### src/rtl/seq_mult_pkg.sv
package seq_mult_pkg;

  // Sequencer encoding; the next-state equations depend on these codes.
  typedef enum logic [1:0] {
    SEQ_IDLE  = 2'b00,
    SEQ_ADD   = 2'b01,
    SEQ_SHIFT = 2'b10
  } seq_state_e;

  typedef struct packed {
    logic ld_b;   // store multiplicand
    logic ld_q;   // store multiplier
    logic init;   // clear accumulator, preset counter
    logic add;    // accumulate multiplicand, capture carry
    logic shift;  // shift carry/accumulator/multiplier, count down
    logic clr_c;  // clear carry
  } seq_ctrl_t;

endpackage

### src/rtl/seq_mult_rst_sync.sv
module seq_mult_rst_sync #(
  parameter int STAGES = 2
) (
  input  logic clk,
  input  logic arst_n,
  output logic srst_n
);
  logic [STAGES-1:0] sync_q;

  always_ff @(posedge clk or negedge arst_n) begin
    if (!arst_n) sync_q <= '0;
    else         sync_q <= {sync_q[STAGES-2:0], 1'b1};
  end

  assign srst_n = sync_q[STAGES-1];
endmodule

### src/rtl/seq_mult_ctrl.sv
module seq_mult_ctrl
  import seq_mult_pkg::*;
(
  input  logic       clk,
  input  logic       rst_n,
  input  logic       start,
  input  logic       ld_mcand,
  input  logic       ld_mplier,
  input  logic       q_lsb,
  input  logic       cnt_zero,
  output seq_ctrl_t  ctl,
  output logic       ready,
  output logic [1:0] state
);
  seq_state_e state_q, state_d;
  logic is_idle, is_add, is_shift;
  logic nxt_m0, nxt_m1;

  // 2-to-4 decode; code 11 decodes to nothing
  assign is_idle  = (state_q == SEQ_IDLE);
  assign is_add   = (state_q == SEQ_ADD);
  assign is_shift = (state_q == SEQ_SHIFT);

  // Next-state equations; code 11 falls through to 00
  always_comb begin
    nxt_m0  = (is_idle & start) | (is_shift & ~cnt_zero);
    nxt_m1  = is_add;
    state_d = seq_state_e'({nxt_m1, nxt_m0});
  end

  always_ff @(posedge clk or negedge rst_n) begin
    if (!rst_n) state_q <= SEQ_IDLE;
    else        state_q <= state_d;
  end

  always_comb begin
    ctl.ld_b  = is_idle & ld_mcand;
    ctl.ld_q  = is_idle & ld_mplier;
    ctl.init  = is_idle & start;
    ctl.add   = is_add & q_lsb;
    ctl.shift = is_shift;
    ctl.clr_c = (is_idle & start) | is_shift;
  end

  assign ready = is_idle;
  assign state = state_q;
endmodule

### src/rtl/seq_mult_cnt.sv
module seq_mult_cnt #(
  parameter int W = 8
) (
  input  logic clk,
  input  logic rst_n,
  input  logic init,
  input  logic dec,
  output logic zero
);
  localparam int PW = (W > 1) ? $clog2(W) : 1;
  localparam logic [PW-1:0] P_TOP = PW'(W - 1);

  logic [PW-1:0] p_q, p_d;
  logic          p_en;

  always_comb begin
    p_en = init | dec;
    p_d  = init ? P_TOP : (p_q - PW'(1));
  end

  always_ff @(posedge clk or negedge rst_n) begin
    if (!rst_n)    p_q <= '0;
    else if (p_en) p_q <= p_d;
  end

  // Zero detect on the value before the decrement
  assign zero = (p_q == '0);
endmodule

### src/rtl/seq_mult_dp.sv
module seq_mult_dp
  import seq_mult_pkg::*;
#(
  parameter int W = 8
) (
  input  logic           clk,
  input  logic           rst_n,
  input  seq_ctrl_t      ctl,
  input  logic [W-1:0]   mcand_in,
  input  logic [W-1:0]   mplier_in,
  output logic           q_lsb,
  output logic [2*W-1:0] product
);
  logic [W-1:0] b_q, a_q, q_q;
  logic         c_q;
  logic [W-1:0] a_d, q_d;
  logic         c_d;
  logic         a_en, q_en, c_en;
  logic [W:0]   sum;

  assign sum = {1'b0, a_q} + {1'b0, b_q};

  always_comb begin
    a_en = ctl.init | ctl.add | ctl.shift;
    q_en = ctl.ld_q | ctl.shift;
    c_en = ctl.clr_c | ctl.add;
    a_d  = a_q;
    q_d  = q_q;
    c_d  = c_q;
    if (ctl.init)  a_d = '0;
    if (ctl.ld_q)  q_d = mplier_in;
    if (ctl.add)   {c_d, a_d} = sum;
    if (ctl.shift) {a_d, q_d} = {c_q, a_q, q_q[W-1:1]};
    if (ctl.clr_c) c_d = 1'b0;
  end

  always_ff @(posedge clk or negedge rst_n) begin
    if (!rst_n) begin
      b_q <= '0;
      a_q <= '0;
      q_q <= '0;
      c_q <= 1'b0;
    end else begin
      if (ctl.ld_b) b_q <= mcand_in;
      if (a_en)     a_q <= a_d;
      if (q_en)     q_q <= q_d;
      if (c_en)     c_q <= c_d;
    end
  end

  assign q_lsb   = q_q[0];
  assign product = {a_q, q_q};
endmodule

### src/rtl/seq_mult.sv
module seq_mult
  import seq_mult_pkg::*;
#(
  parameter int W = 8
) (
  input  logic           clk,
  input  logic           rst_n,
  input  logic           ld_mcand,
  input  logic [W-1:0]   mcand_in,
  input  logic           ld_mplier,
  input  logic [W-1:0]   mplier_in,
  input  logic           start,
  output logic           ready,
  output logic [2*W-1:0] product
);
  logic      rst_sync_n;
  logic      q_lsb, cnt_zero;
  logic [1:0] state_w;
  seq_ctrl_t ctl;

  seq_mult_rst_sync #(.STAGES(2)) u_rst (
    .clk(clk), .arst_n(rst_n), .srst_n(rst_sync_n)
  );

  seq_mult_ctrl u_ctrl (
    .clk(clk), .rst_n(rst_sync_n), .start(start),
    .ld_mcand(ld_mcand), .ld_mplier(ld_mplier),
    .q_lsb(q_lsb), .cnt_zero(cnt_zero),
    .ctl(ctl), .ready(ready), .state(state_w)
  );

  seq_mult_cnt #(.W(W)) u_cnt (
    .clk(clk), .rst_n(rst_sync_n),
    .init(ctl.init), .dec(ctl.shift), .zero(cnt_zero)
  );

  seq_mult_dp #(.W(W)) u_dp (
    .clk(clk), .rst_n(rst_sync_n), .ctl(ctl),
    .mcand_in(mcand_in), .mplier_in(mplier_in),
    .q_lsb(q_lsb), .product(product)
  );
endmodule

### config.mk
export PLATFORM = sky130hd
export DESIGN_NAME = seq_mult
export DESIGN_NICKNAME = d
export VERILOG_FILES = /design/src/rtl/seq_mult_pkg.sv /design/src/rtl/seq_mult_rst_sync.sv /design/src/rtl/seq_mult_ctrl.sv /design/src/rtl/seq_mult_cnt.sv /design/src/rtl/seq_mult_dp.sv /design/src/rtl/seq_mult.sv
export SDC_FILE = /design/constraint.sdc
export NUM_CORES = 1
export LEC_CHECK = 0
export BUFFER_PORTS_ARGS = -buffer_cell sky130_fd_sc_hd__clkbuf_2
export CORE_MARGIN = 3
export CORE_UTILIZATION = 38
export DETAILED_ROUTE_END_ITERATION = 8
export GPL_TIMING_DRIVEN = 0
export HOLD_SLACK_MARGIN = 0.12
export MAX_ROUTING_LAYER = met4
export PLACE_DENSITY = 0.7
export SLEW_MARGIN = 20
export SYNTH_ARGS = -nofsm -noshare
export SYNTH_HDL_FRONTEND = slang
export SYNTH_SLANG_ARGS = --single-unit
### constraint.sdc
create_clock -name clk -period 1.69 [get_ports clk]
set_input_delay 0 -clock clk [delete_from_list [all_inputs] [get_ports clk]]
set_output_delay 0 -clock clk [all_outputs]
set_load 0.03 [all_outputs]
==> flow_summary.json, run 1 <==
{
  "status": "finished, violations left",
  "violations": "setup timing",
  "fmax_mhz": 530,
  "fin_crit_sh_pct": 112,
  "worstMarginPinSlew_ps": 647,
  "final_cell_mix": "clkbuf_2, dfrtp_1, dlygate4sd3_1",
  "drc": 0,
  "grt_pass1_wl_um": 6500,
  "clock_latency_ps": 290,
  "ys_ff_latch": 32,
  "critPathMaxFanout": 3,
  "final_common_cell": "clkbuf_2",
  "n_antenna_cell": 0,
  "max-slew-margin-rel_pct": 56.9,
  "avgSynthCellArea_sq_um": 10.5,
  "cellLeakagePower_nw": 1.11,
  "syn_area_sq_um": 1730,
  "grt_start_max_net_pins": 31,
  "numCtsBuffers": 5,
  "cts_tree": "built",
  "final_area_sq_um": 2400,
  "total_power_mw": 4.58,
  "dieWidth_um": 73.4,
  "ys.flop_type": "dfrtp_1",
  "gp_congestion": 0.842,
  "firstDrtPassIters": 4,
  "ys_seq_area_share_pct": 46.3,
  "post-dp-hpwl_um": 2650,
  "clock-sinks": 32,
  "cts.clk_slew.worst_paths_ps": 70,
  "cp.arrival_ps": 2060,
  "multiInputGateArea_sq_um": 951,
  "drtIter0Drc": 100,
  "rsz0062_at_grt": "true",
  "crit_buf_inv": 0,
  "synth_async_sr_flop_share_pct": 100,
  "drv_cap": 0,
  "final_nets": 264,
  "area_delta_synth_final_pct": 38.7,
  "slowest_stage": "dfrtp_2",
  "cts_buffer_depth": 2,
  "final.setup.worst_slack_ps": -198,
  "grt_pass1_vias": 1424,
  "ir_worst_vdd_mv": 0.879,
  "end_kind": "flop",
  "totalWireLength_um": 4050,
  "n_fill_cell": 367,
  "clock_skew_ps": 3.44,
  "synth.largest_area_cell": "dfrtp_1",
  "rows": 23,
  "power.density_nw_per_um2": 1910,
  "drv_slew": 0,
  "crit_chain": "ha_4, fa_2, a21o_1, a21oi_2, o21ba_4, nor4b_1, a311o_1",
  "min_period_ps": 1890,
  "grt_antenna_before_repair": 0,
  "setup_violations": 3,
  "cts-root-buf": "clkbuf_8",
  "hp-class": "in -> reg",
  "required_ps": 1870,
  "critical_path_class": "reg -> reg",
  "grt_overflow_total": 0,
  "slowest_delay_ps": 430,
  "die_y_um": 73.4,
  "cp_top_family": "compound AO/OA/AOI/OAI gates",
  "ant_nets": 0,
  "wl_per_cell_um": 14.3,
  "fin_util_pct": 57.1,
  "postPlaceCellArea_sq_um": 2010,
  "io_pins": 38,
  "yosysTopAreaCellShare_pct": 46.3,
  "synth_warnings": 0,
  "routed_via_density": 5.20,
  "synth_edf_count": 0,
  "synth_cell_types": 36,
  "portBuffers": 36,
  "initial_utilization_pct": 41.1,
  "layout.area.seq_sq_um": 807,
  "drive_above_1_share_pct": 35.6,
  "fin_cells": 283,
  "syn_inst": 164,
  "timing.critical_path.from_type": "flop",
  "place_inst": 250,
  "die_area_sq_um": 5390,
  "place_ws_ps": -282,
  "synth_area_leaders": "dfrtp_1, ha_1, mux2_2",
  "fp.coreArea_sq_um": 4200,
  "htree_levels": 2,
  "hold_violations": 0,
  "syn_nets": 196,
  "vias": 1471,
  "grtUsageTotal_pct": 16.4
}
Yosys cell counts (2+ instances only):
cell / instances
a211oi_1: 3
o21a_1: 2
inv_1: 8
o211ai_1: 2
a21o_1: 2
xnor2_1: 3
a22oi_1: 11
a221o_1: 2
buf_4: 2
and2_1: 2
ha_1: 10
nor2b_1: 11
dfrtp_1: 32
mux2_2: 8
nor2_1: 10
a222oi_1: 2
nand2_1: 3
a21oi_1: 15
buf_2: 5
o21ai_0: 15
worst paths after layout:
check                           cells past startpoint          end       startpoint  slack (ps)
worst max-delay path                                7  u_dp.a_q[6]      u_dp.a_q[0]        -200
worst min-delay path                                4  u_dp.q_q[1]        ld_mplier         140
worst max register to register                      7  u_dp.a_q[6]      u_dp.a_q[0]        -200
worst min register to register                      0  u_dp.b_q[7]  u_rst.sync_q[1]         300
max in group asynchronous                           0  u_dp.a_q[0]  u_rst.sync_q[1]         930
min in group asynchronous                           0  u_dp.b_q[7]  u_rst.sync_q[1]         300
metrics by stage:
step	setup TNS (ps)	hold WS [ps]
6_report	-472	136
5_1_grt	-754	162
4_1_cts	-465	131
3_5_place_dp	-608	-213
3_3_place_gp	-598	-213
2_1_floorplan	-537	-296
registers in the layout, indices dropped and copies added, names as in the netlist:
register,cells
u_ctrl.state,2
u_cnt.p_q,3
u_dp.q_q,8
u_dp.b_q,8
u_dp.c_q,1
u_dp.a_q,8
u_rst.sync_q,2
logic make-up (layout without fill, tap and decap cells):
family | after synthesis | count (layout) | share of synthesized area [%]
muxes | 8 | 8 | 5.21
and+or+nand+nor | 32 | 32 | 10.6
AOI/OAI and AO/OA | 60 | 60 | 22.9
adders and majority gates | 11 | 11 | 8.40
buffers and inverters | 16 | 85 | 4.27
xor gates and xnor gates | 4 | 4 | 2.03
other | 1 | 1 | 0.217
DFF | 32 | 32 | 46.3
cell type report:
class	count	share of cell area, %
buffer	8	1.83
clock buffer	8	3.76
inverter	8	1.25
multi-input combinational	116	39.7
sequential	32	33.7
tap	50	2.61
timing repair buffer	61	17.2
power by group:
| group | internal, mW | leakage (nW) | total, mW | switching (mW) |
|---|---|---|---|---|
| sequential | 1.09 | 0.381 | 1.44 | 0.350 |
| combinational | 1.16 | 0.686 | 2.51 | 1.35 |
| clock | 0.332 | 0.0455 | 0.623 | 0.291 |
worst register-to-register path: cells and delay by family, from the launching register on:
kind | cells | cell delay [ps]
AOI/OAI and AO/OA | 4 | 790
adders and majority gates | 2 | 510
DFF | 1 | 430
and+or+nand+nor | 1 | 50
routing by layer:
| layer | up-vias | GRT usage [%] | share of wire [%] | wire (um) |
|---|---|---|---|---|
| li1 | 729 | - | - | - |
| met1 | 694 | 20.0 | 47 | 1920 |
| met2 | 41 | 25.6 | 46 | 1860 |
| met3 | 7 | 5.34 | 5.9 | 238 |
| met4 | 0 | 5.43 | 1.0 | 42 |
| met5 | - | - | 0 | 0 |
timing repair:
action                                  in CTS  in global routing
setup buffers                                3                  4
pin swaps                                    4                  6
endpoints found under the setup margin       4                  6
gates resized for setup                      2                  6
hold endpoints to repair                    18                  0
hold buffers                                18                  0
Power figures use the tool's default switching activity.
==> inputs of run 2 (changes only) <==
- CTS_BUF_LIST: default -> sky130_fd_sc_hd__clkbuf_8
==> run 2 against run 1 <==
  * Die area stayed put
  * Worst setup slack worse by 2.3 ps
  * Worst hold slack better by 2.7 ps
  * Clock skew up 1.4 ps
  * Final area shrank 0.52%
  * Cell count did not move
  * The run still ends with setup timing left
  * First-iteration DRC count is 4.0% lower
  * Register-to-register slack about the same
  * Fmax is 0.12% lower
  * Non-clock buffer count did not move
  * Flip-flop and latch count unchanged
  * Critical path type unchanged
==> flow_summary.json, run 2 (synthesis results as in run 1) <==
{
  "clock_skew_ps": 4.79,
  "setup_violations": 3,
  "rows": 23,
  "grt_antenna_before_repair": 0,
  "grtUsageTotal_pct": 16.4,
  "ant_nets": 0,
  "cts_tree": "built",
  "hold_violations": 0,
  "clock_latency_ps": 290,
  "timing.critical_path.from_type": "flop",
  "io_pins": 38,
  "grt_pass1_wl_um": 6500,
  "cts_buffer_depth": 2,
  "final.setup.worst_slack_ps": -201,
  "drive_above_1_share_pct": 35.2,
  "routed_via_density": 5.23,
  "firstDrtPassIters": 4,
  "clkPwrFrac_pct": 13.5,
  "cp.arrival_ps": 2070,
  "critPathMaxFanout": 3,
  "cts.clk_slew.worst_paths_ps": 70,
  "swShare_pct": 43.8,
  "clock-sinks": 32,
  "fin_util_pct": 56.8,
  "wl_per_cell_um": 14.3,
  "power.density_nw_per_um2": 1900,
  "die_y_um": 73.4,
  "drc": 0,
  "min_period_ps": 1890,
  "hp-start": "ld_mplier",
  "combinationalPowerShare_pct": 54.9,
  "drv_slew": 0,
  "end_kind": "flop",
  "crit_start": "u_dp.a_q[0]",
  "drtIter0Drc": 96,
  "htree_levels": 2,
  "crit_chain": "ha_4, fa_2, a21o_1, a21oi_2, o21ba_4, nor4b_1, a311o_1",
  "max-slew-margin-rel_pct": 57.0,
  "grt_overflow_total": 0,
  "worstMarginPinSlew_ps": 646,
  "n_antenna_cell": 0,
  "post-dp-hpwl_um": 2650,
  "violations": "setup timing",
  "dieWidth_um": 73.4,
  "final_nets": 264,
  "critical_path_class": "reg -> reg",
  "grt_start_max_net_pins": 31,
  "fmax_mhz": 529,
  "initial_utilization_pct": 41.1,
  "die_area_sq_um": 5390,
  "layout.area.seq_sq_um": 807,
  "gp_congestion": 0.842,
  "slowest_stage": "dfrtp_2",
  "n_fill_cell": 371,
  "final_common_cell": "clkbuf_2",
  "drv_cap": 0,
  "rsz0062_at_grt": "true",
  "vias": 1481,
  "required_ps": 1870,
  "multiInputGateArea_sq_um": 938,
  "portBuffers": 36,
  "cellLeakagePower_nw": 1.12,
  "hp-class": "in -> reg",
  "seqPwrFrac_pct": 31.6,
  "cts-root-buf": "clkbuf_8",
  "fp.coreArea_sq_um": 4200,
  "worstReg2RegStart": "u_dp.a_q[0]",
  "total_power_mw": 4.53,
  "fin_crit_sh_pct": 112,
  "p_int_mw": 2.55,
  "status": "finished, violations left",
  "grt_pass1_vias": 1424,
  "numCtsBuffers": 5,
  "p_sw_mw": 1.99,
  "area_delta_synth_final_pct": 38.0,
  "ir_worst_vdd_mv": 0.878,
  "reg.largest.list": "u_dp.a_q x8, u_dp.b_q x8, u_dp.q_q x8",
  "final_cell_mix": "clkbuf_2, dfrtp_1, dlygate4sd3_1",
  "totalWireLength_um": 4060,
  "slowest_delay_ps": 420
}
==> run 2: what timing repair did <==
item                       4_1_cts  5_1_grt
hold endpoints to repair        18        0
pin swaps                        4        7
setup buffers                    3        4
hold buffers                    18        0
setup endpoints to repair        4        6
gates resized for setup          2        5
==> run 2: power by group through the flow <==
stage | registers [mW] | clock network, mW | logic (mW)
after floorplan | 1.64 | 0 | 1.46
final | 1.43 | 0.612 | 2.49
after detailed placement | 1.44 | 0 | 2.22
after CTS | 1.43 | 0.634 | 2.32
after global placement | 1.43 | 0 | 2.18
after global routing | 1.49 | 0.655 | 2.78
==> run 2: worst max-delay path: cells and delay by family (launching register included) <==
kind                     cells  cell delay, ps
AO/OA/AOI/OAI                4             790
adder cells (fa/ha/maj)      2             510
flip-flops                   1             420
AND/OR/NAND/NOR              1              50
==> run 2: path summary, 6_finish.rpt <==
kind,end,slack (ps),cells after the start
worst min register to register,u_dp.b_q[7],300,0
min in group asynchronous,u_dp.b_q[7],300,0
worst min-delay path,u_dp.q_q[1],140,4
worst max register to register,u_dp.a_q[6],-200,7
worst max-delay path,u_dp.a_q[6],-200,7
max in group asynchronous,u_dp.a_q[0],930,0
==> run 2: metal layers <==
layer  share of wire (%)  GRT usage, %
met5                   0             -
met1                  47          20.0
met2                  46          25.6
met4                0.62          5.43
met3                 6.6          5.34
==> run 2: final cells by class <==
cell class	instances	share of cell area, %
clock buffers	6	3.46
clock inverters	2	0.315
multi-input cells	116	39.3
plain buffers	8	1.84
flip-flops and latches	32	33.8
inverters	8	1.26
repair buffers	61	17.3
well taps	50	2.62
==> run 2: through the flow <==
stage / TNS, ps / hold slack, ps / std cells / area (sq um) / setup slack [ps]
final: -475 / 139 / 283 / 2380 / -201
after global routing: -765 / 162 / 283 / 2380 / -259
after CTS: -466 / 131 / 279 / 2310 / -214
after detailed placement: -608 / -213 / 250 / 2010 / -282
after global placement: -598 / -213 / 250 / 2010 / -271
after floorplan: -537 / -296 / 164 / 1770 / -267
==> inputs of run 3 (changes only) <==
- SLEW_MARGIN: 20 -> default
- clock period: 1.69 -> 2.2 ns (I/O delays scaled with it)
==> run 3 against run 2 <==
  * The flow now finishes without violations
  * Final area shrank 5.1%
  * Register-to-register slack gained 340 ps
  * Sequential power shrank 25%
  * Die area is the same
  * Critical path type unchanged
  * Largest cell class unchanged
  * Largest power group unchanged
==> flow_summary.json, run 3 (synthesis results as in run 1) <==
{
  "gp_congestion": 0.810,
  "numCtsBuffers": 5,
  "min_period_ps": 2060,
  "crit_chain": "ha_2, fa_1, a21o_1, a21oi_2, o21ba_2, nor4b_1, a311o_1",
  "n_antenna_cell": 0,
  "dieWidth_um": 73.4,
  "drv_slew": 0,
  "place_ws_ps": 44.5,
  "max-slew-margin-rel_pct": 62.8,
  "drtIter0Drc": 94,
  "die_y_um": 73.4,
  "firstDrtPassIters": 4,
  "critical_path_class": "reg -> reg",
  "required_ps": 2360,
  "cts.clk_slew.worst_paths_ps": 70,
  "grt_pass1_wl_um": 6240,
  "final.setup.worst_slack_ps": 136,
  "reg2reg_depth": 7,
  "hold_violations": 0,
  "drc": 0,
  "ir_worst_vdd_mv": 0.563,
  "end_kind": "flop",
  "die_area_sq_um": 5390,
  "status": "finished, final reports clean",
  "hp-start": "mplier_in[1]",
  "vias": 1447,
  "fin_cells": 276,
  "setup_tns_ps": 0,
  "rows": 23,
  "grt_antenna_before_repair": 0,
  "crit_start": "u_dp.a_q[0]",
  "final_nets": 258,
  "final_cell_mix": "clkbuf_2, dfrtp_1, dlygate4sd3_1",
  "totalWireLength_um": 3820,
  "clock_skew_ps": 5.50,
  "min_delay_path_depth": 4,
  "io_pins": 38,
  "cts_buffer_depth": 2,
  "area_delta_synth_final_pct": 30.9,
  "ant_nets": 0,
  "clock_latency_ps": 280,
  "drv_cap": 0,
  "rsz0062_at_grt": "false",
  "cts_tree": "built",
  "cp.arrival_ps": 2230,
  "worstReg2RegStart": "u_dp.a_q[0]",
  "post-dp-hpwl_um": 2710,
  "final_common_cell": "clkbuf_2",
  "slowest_delay_ps": 420,
  "reg.largest.list": "u_dp.a_q x8, u_dp.b_q x8, u_dp.q_q x8",
  "critPathMaxFanout": 4,
  "fin_crit_sh_pct": 93.8,
  "portBuffers": 36,
  "cts_setup_buffers": 0,
  "fp.coreArea_sq_um": 4200,
  "htree_levels": 2,
  "routed_via_density": 5.24,
  "place_inst": 250,
  "wl_per_cell_um": 13.9,
  "drive_above_1_share_pct": 28.3,
  "grt_overflow_total": 0,
  "initial_utilization_pct": 41.1,
  "grt_start_max_net_pins": 31,
  "slowest_stage": "dfrtp_1",
  "cellLeakagePower_nw": 1.09,
  "grtUsageTotal_pct": 15.5,
  "hp-class": "in -> reg",
  "clock-sinks": 32,
  "timing.critical_path.from_type": "flop",
  "power.density_nw_per_um2": 1420,
  "setup_violations": 0,
  "fmax_mhz": 484,
  "grt_pass1_vias": 1327,
  "fin_util_pct": 53.8,
  "cts-root-buf": "clkbuf_8",
  "worstMarginPinSlew_ps": 557
}
-- run 3: changes by cell type in the layout (fill, tap and decap cells not counted), sizes merged --
cell,delta
inv,-1
buf,-6
clkinv,+1
clkbuf,-1
-- run 3: stage by stage --
stage / total power, mW / area (sq um) / hold slack [ps]
floorplan: 2.33 / 1730 / -296
global placement: 2.71 / 1970 / -212
detailed placement: 2.75 / 1970 / -212
CTS: 3.21 / 2230 / 129
global route: 3.45 / 2260 / 159
finish: 3.20 / 2260 / 144
-- run 3: worst paths after layout --
check | end | slack, ps
max in group asynchronous | u_rst.sync_q[1] | 1520
worst max-delay path | u_dp.a_q[6] | 140
worst max register to register | u_dp.a_q[6] | 140
worst min-delay path | u_dp.q_q[1] | 140
worst min register to register | u_cnt.p_q[1] | 170
min in group asynchronous | u_cnt.p_q[1] | 170
-- run 3: timing repair --
action | in CTS | in global routing
gates resized for setup | 0 | 2
hold buffers | 18 | 0
endpoints found under the setup margin | 0 | 2
endpoints found under the hold margin | 18 | 0
-- run 3: metal layers --
metal	track usage, %	part of all wire (%)
met3	4.10	5.0
met1	20.3	47
met4	5.43	1.0
met2	23.2	47
met5	-	0
-- run 3: cell type report --
type,instances,area [sq um]
Fill cell,373,1940
Multi-Input combinational cell,116,860
Sequential cell,32,801
Timing Repair Buffer,55,388
Clock buffer,5,68.8
Tap cell,50,62.6
Buffer,8,43.8
Inverter,8,30.0
Clock inverter,2,8.76
-- run 3: worst max-delay path, delay by kind of cell (launching register included) --
family                   cells  cell delay, ps
AO/OA/AOI/OAI                4             850
adder cells (fa/ha/maj)      2             630
flip-flops                   1             420
AND/OR/NAND/NOR              1              50
-- run 3: power by group --
group / switching (mW) / internal, mW / total, mW
registers: 0.238 / 0.836 / 1.07
logic: 0.991 / 0.723 / 1.71
clock network: 0.207 / 0.210 / 0.417
total: 1.44 / 1.77 / 3.20
